**src/rtl/fpx_pkg.sv**
```systemverilog
package fpx_pkg;
  localparam int unsigned NEXC   = 5;
  localparam int unsigned IDX_NX = 0;
  localparam int unsigned IDX_DZ = 1;
  localparam int unsigned IDX_UF = 2;
  localparam int unsigned IDX_OF = 3;
  localparam int unsigned IDX_NV = 4;

  typedef logic [NEXC-1:0] exc_vec_t;

  // Underflow flag: trap enabled -> tininess alone; disabled -> tiny and inexact.
  function automatic logic uf_flag(input logic uf_trap_on, input logic tiny,
                                   input logic inexact);
    return tiny & (uf_trap_on | inexact);
  endfunction

  function automatic exc_vec_t pack_exc(input logic nv, input logic of_,
                                        input logic uf, input logic dz,
                                        input logic nx);
    exc_vec_t v;
    v         = '0;
    v[IDX_NV] = nv;
    v[IDX_OF] = of_;
    v[IDX_UF] = uf;
    v[IDX_DZ] = dz;
    v[IDX_NX] = nx;
    return v;
  endfunction
endpackage

```
**src/rtl/fpx_classify.sv**
```systemverilog
module fpx_classify
  import fpx_pkg::*;
(
  input  logic     exc_invalid,
  input  logic     exc_overflow,
  input  logic     exc_divzero,
  input  logic     res_tiny,
  input  logic     res_inexact,
  input  logic     uf_trap_on,
  output exc_vec_t raw_exc
);
  logic uf_raised;

  assign uf_raised = uf_flag(uf_trap_on, res_tiny, res_inexact);
  assign raw_exc   = pack_exc(exc_invalid, exc_overflow, uf_raised,
                              exc_divzero, res_inexact);
endmodule

```
**src/rtl/fpx_priority.sv**
```systemverilog
module fpx_priority #(
  parameter int unsigned N = 5
) (
  input  logic [N-1:0] req,
  output logic [N-1:0] grant,
  output logic         any
);
  // Highest index wins; each bit is blocked by any request above it.
  logic [N:0] above;

  assign above[N] = 1'b0;

  for (genvar i = N - 1; i >= 0; i--) begin : g_pick
    assign grant[i] = req[i] & ~above[i+1];
    assign above[i] = above[i+1] | req[i];
  end

  assign any = above[0];
endmodule

```
**src/rtl/fpx_status_regs.sv**
```systemverilog
module fpx_status_regs
  import fpx_pkg::*;
(
  input  logic     clk,
  input  logic     rst_n,
  input  logic     valid,
  input  exc_vec_t raw_exc,
  input  exc_vec_t cause,
  input  logic     take_trap,
  output logic     trap,
  output logic     write_enable,
  output exc_vec_t cur_exc,
  output exc_vec_t acc_exc
);
  always_ff @(posedge clk) begin
    if (!rst_n) begin
      trap         <= 1'b0;
      write_enable <= 1'b0;
      cur_exc      <= '0;
      acc_exc      <= '0;
    end else begin
      trap         <= valid & take_trap;
      write_enable <= valid & ~take_trap;
      if (valid) begin
        if (take_trap) begin
          cur_exc <= cause;
        end else begin
          cur_exc <= raw_exc;
          acc_exc <= acc_exc | raw_exc;
        end
      end
    end
  end

  p_trap_no_write_r3: assert property (@(posedge clk) disable iff (!rst_n)
    trap |-> !write_enable);

  p_trap_acc_hold_r3: assert property (@(posedge clk) disable iff (!rst_n)
    trap |-> (acc_exc == $past(acc_exc)));

  p_trap_onehot_r4: assert property (@(posedge clk) disable iff (!rst_n)
    trap |-> ($countones(cur_exc) == 1));

  p_acc_sticky_r2: assert property (@(posedge clk) disable iff (!rst_n)
    (acc_exc & $past(acc_exc)) == $past(acc_exc));

  p_idle_quiet_r9: assert property (@(posedge clk) disable iff (!rst_n)
    !valid |=> (!trap && !write_enable && $stable(cur_exc) && $stable(acc_exc)));
endmodule

```
**src/rtl/fpx_trap_unit.sv**
```systemverilog
module fpx_trap_unit
  import fpx_pkg::*;
(
  input  logic            clk,
  input  logic            rst_n,
  input  logic            valid,
  input  logic            exc_invalid,
  input  logic            exc_overflow,
  input  logic            exc_divzero,
  input  logic            res_tiny,
  input  logic            res_inexact,
  input  logic [NEXC-1:0] trap_mask,
  output logic            trap,
  output logic            write_enable,
  output logic [NEXC-1:0] cur_exc,
  output logic [NEXC-1:0] acc_exc
);
  exc_vec_t raw_exc;
  exc_vec_t enabled_exc;
  exc_vec_t cause;
  logic     take_trap;

  fpx_classify u_classify (
    .exc_invalid (exc_invalid),
    .exc_overflow(exc_overflow),
    .exc_divzero (exc_divzero),
    .res_tiny    (res_tiny),
    .res_inexact (res_inexact),
    .uf_trap_on  (trap_mask[IDX_UF]),
    .raw_exc     (raw_exc)
  );

  assign enabled_exc = raw_exc & trap_mask;

  fpx_priority #(.N(NEXC)) u_priority (
    .req  (enabled_exc),
    .grant(cause),
    .any  (take_trap)
  );

  fpx_status_regs u_regs (
    .clk         (clk),
    .rst_n       (rst_n),
    .valid       (valid),
    .raw_exc     (raw_exc),
    .cause       (cause),
    .take_trap   (take_trap),
    .trap        (trap),
    .write_enable(write_enable),
    .cur_exc     (cur_exc),
    .acc_exc     (acc_exc)
  );

  p_exact_tiny_trap_r6: assert property (@(posedge clk) disable iff (!rst_n)
    (valid && res_tiny && trap_mask[IDX_UF] && !exc_invalid && !exc_overflow)
    |=> (trap && cur_exc[IDX_UF]));

  p_exact_tiny_quiet_r7: assert property (@(posedge clk) disable iff (!rst_n)
    (valid && res_tiny && !res_inexact && !trap_mask[IDX_UF])
    |=> !cur_exc[IDX_UF]);

  p_masked_never_cause_r5: assert property (@(posedge clk) disable iff (!rst_n)
    (valid && (trap_mask == '0)) |=> (!trap && write_enable));
endmodule

```
**config.mk**
```make
export PLATFORM = sky130hd
export DESIGN_NAME = fpx_trap_unit
export DESIGN_NICKNAME = d
export VERILOG_FILES = /design/src/rtl/fpx_pkg.sv /design/src/rtl/fpx_classify.sv /design/src/rtl/fpx_priority.sv /design/src/rtl/fpx_status_regs.sv /design/src/rtl/fpx_trap_unit.sv
export SDC_FILE = /design/constraint.sdc
export NUM_CORES = 1
export LEC_CHECK = 0
export BUFFER_PORTS_ARGS = -buffer_cell sky130_fd_sc_hd__buf_2
export CAP_MARGIN = 20
export CORE_AREA = 2 2 39 41
export DETAILED_ROUTE_END_ITERATION = 8
export DIE_AREA = 0 0 41 43
export PLACE_DENSITY = 0.76
export SYNTH_ARGS = -nofsm -noshare
export SYNTH_HDL_FRONTEND = slang
export SYNTH_SLANG_ARGS = --single-unit
export TNS_END_PERCENT = 10
```
**constraint.sdc**
```tcl
create_clock -name clk -period 1.1 [get_ports clk]
set_input_delay 0 -clock clk [delete_from_list [all_inputs] [get_ports clk]]
set_output_delay 0 -clock clk [all_outputs]
set_load 0.02 [all_outputs]
```
==> flow_metrics.env <==
export IMPL_setup_violations=0
export IMPL_final_cell_mix="24 x buf_2, 19 x nand2_1, 12 x dfxtp_1"
export IMPL_dr_pass1_iters=5
export IMPL_cp_arrival_ns=0.97
export IMPL_p_leak_nw=0.336
export IMPL_die_w_um=41
export IMPL_gr_usage_met1_pct=20.0
export IMPL_cts_sinks=12
export IMPL_vdd_drop_max_uv=516
export IMPL_cts_htree_levels=1
export IMPL_clk_path_buf_depth=2
export IMPL_hold_violations=0
export IMPL_ys_types=20
export IMPL_finalMaxSlewViolations=0
export IMPL_p_per_area_nw_per_um2=1380
export IMPL_grt_max_degree=17
export IMPL_grt_pass1_wl_mm=1.90
export IMPL_port_buffers=24
export IMPL_layout_commonest_cell="buf_2"
export IMPL_required_ns=1.26
export IMPL_cts_buffers=3
export IMPL_start_util_pct=35.4
export IMPL_hpwl_um=894
export IMPL_antenna_found_initial=0
export IMPL_synthToLayoutAreaGrowth_pct=45.5
export IMPL_use_met3_pct=4.71
export IMPL_vias=539
export IMPL_place_congestion=0.901
export IMPL_path_class="flip-flop to flip-flop"
export IMPL_viasPerCell=5.08
export IMPL_die_area_um2=1760
export IMPL_core_um2=1380
export IMPL_seq_area_frac_synth_pct=49.1
export IMPL_design_area_um2=712
export IMPL_slew_headroom_pct=75.1
export IMPL_rsz0062_at_grt="no"
export IMPL_n_antenna_cell=0
export IMPL_cpMaxStageDelayCell="dfxtp_1"
export IMPL_avgSynthCellArea_um2=8.29
export IMPL_clk_latency_ns=0.27
export IMPL_drive_above_1_share_pct=35.6
export IMPL_setup_tns_final_ns=0
export IMPL_hold_class="input pin to flip-flop"
export IMPL_num_fill_cells=143
export IMPL_cts_root_buf="clkbuf_4"
export IMPL_overflow=0
export IMPL_worst_pin_slew_ns=0.373
export IMPL_syn_num_nets=72
export IMPL_fin_nets=104
export IMPL_critPathLaunchType="flip-flop"
export IMPL_status="finished, final reports clean"
export IMPL_path_max_fanout=2
export IMPL_num_rows=14
export IMPL_cts_resized=0
export IMPL_clock_skew_ns=0
export IMPL_cp_cell_sequence="mux2_2 -> nand2_1 -> a31oi_1"
export IMPL_timing_final_crit_share_pct=73.9
export IMPL_maxCapViolations=0
export IMPL_use_met2_pct=24.1
export IMPL_detail_route_iter0_violations=20
export IMPL_postRouteAntennaNets=0
export IMPL_syn_area_um2=489
export IMPL_holdWs_ns=0.0252
export IMPL_cp_end_kind="flip-flop"
export IMPL_fmax_mhz=1230
export IMPL_synth_seq_cells=12
export IMPL_crit_buf_inv=0
export IMPL_post_dp_cell_area_um2=626
export IMPL_ys_warn_count=0
export IMPL_netlist_instances=59
export IMPL_wl_per_cell_um=11.9
export IMPL_io_pins=25
export IMPL_grt_pass1_vias=457
export IMPL_cpLargestDelayFamily="flip-flops"
export IMPL_drc=0
export IMPL_cts_tree="yes"
export IMPL_die_h_um=43
export IMPL_drt_total_wl_mm=1.27
export IMPL_finalCriticalPeriod_ns=0.812
export IMPL_grtUsageTotal_pct=16.4
export IMPL_crit_path_max_incr_delay_ns=0.32
export IMPL_busiest_layer="met2"
export IMPL_clk_pin_slew_ns=0.08
## flip-flops by register name, summed over array words and instances (netlist names)
register	cells
u_regs.cur_exc	5
u_regs.trap	1
u_regs.write_enable	1
u_regs.acc_exc	5
## per-layer routing
metal / vias to the layer above / part of all wire (%)
li1: 268 / -
met1: 239 / 44
met2: 26 / 47
met3: 6 / 6.4
met4: 0 / 3.2
met5: - / 0
## worst min-delay path, cell delays in order
cell and delay, ns:
buf_2 0.12, nand2_1 0.06, a31oi_1 0.08
## cell families (layout without fill, tap and decap cells)
family / Yosys count / after routing / synth area share [%]
simple gates: 24 / 24 / 21.5
mux: 2 / 2 / 4.60
flops: 12 / 12 / 49.1
buf+inv: 4 / 35 / 3.07
compound gates: 17 / 17 / 21.7
## cell usage after synthesis
cell / n / area [um^2]
a21oi_1: 2 / 10.0
inv_1: 1 / 3.75
o211ai_1: 1 / 7.51
o21ai_1: 5 / 25.0
nor2_1: 1 / 3.75
clkbuf_1: 3 / 11.3
a21boi_0: 1 / 7.51
nand2b_1: 1 / 6.26
o21ai_0: 2 / 10.0
a22oi_1: 1 / 7.51
nand3_2: 1 / 10.0
a222oi_1: 1 / 10.0
mux2_2: 2 / 22.5
nand3b_1: 1 / 7.51
o21a_1: 1 / 7.51
nand4_1: 1 / 6.26
nand2_1: 19 / 71.3
a31oi_1: 2 / 12.5
o2111ai_1: 1 / 8.76
dfxtp_1: 12 / 240
## power breakdown
| part | total [mW] | internal [mW] | switching (mW) |
|---|---|---|---|
| Sequential | 0.462 | 0.454 | 0.00781 |
| Combinational | 0.169 | 0.0721 | 0.0971 |
| Clock | 0.350 | 0.201 | 0.149 |
## per-stage QoR
stage / std cells / power [mW] / utilization (%) / setup WS [ns]
after detailed placement: 97 / 0.626 / 45.2 / 0.0933
after floorplan: 59 / 0.561 / - / 0.136
after CTS: 106 / 0.990 / 51.4 / 0.292
after global placement: 97 / 0.625 / 45.2 / 0.122
final: 106 / 0.982 / 51.4 / 0.288
after global routing: 106 / 1.04 / 51.4 / 0.252
## layout make-up
| class | count | area, um^2 | area share [%] |
|---|---|---|---|
| flip-flops and latches | 12 | 240 | 33.7 |
| multi-input cells | 43 | 234 | 32.9 |
| repair buffers | 30 | 178 | 25.0 |
| clock buffers | 4 | 36.3 | 5.10 |
| well taps | 16 | 20.0 | 2.81 |
| inverters | 1 | 3.75 | 0.527 |
## worst paths after layout
kind                     startpoint  cells after the start  slack [ns]           endpoint
setup reg to reg  u_regs.cur_exc[3]                      3        0.29  u_regs.cur_exc[3]
hold reg to reg   u_regs.acc_exc[1]                      2        0.45  u_regs.acc_exc[1]
setup / recovery  u_regs.cur_exc[3]                      3        0.29  u_regs.cur_exc[3]
hold / removal         trap_mask[3]                      3        0.03  u_regs.cur_exc[3]
## what timing repair did
action | CTS | global route
buffers inserted | 0 | 0
hold buffers | 5 | 0
endpoints found under the hold margin | 5 | 0
Power figures use the tool's default switching activity.
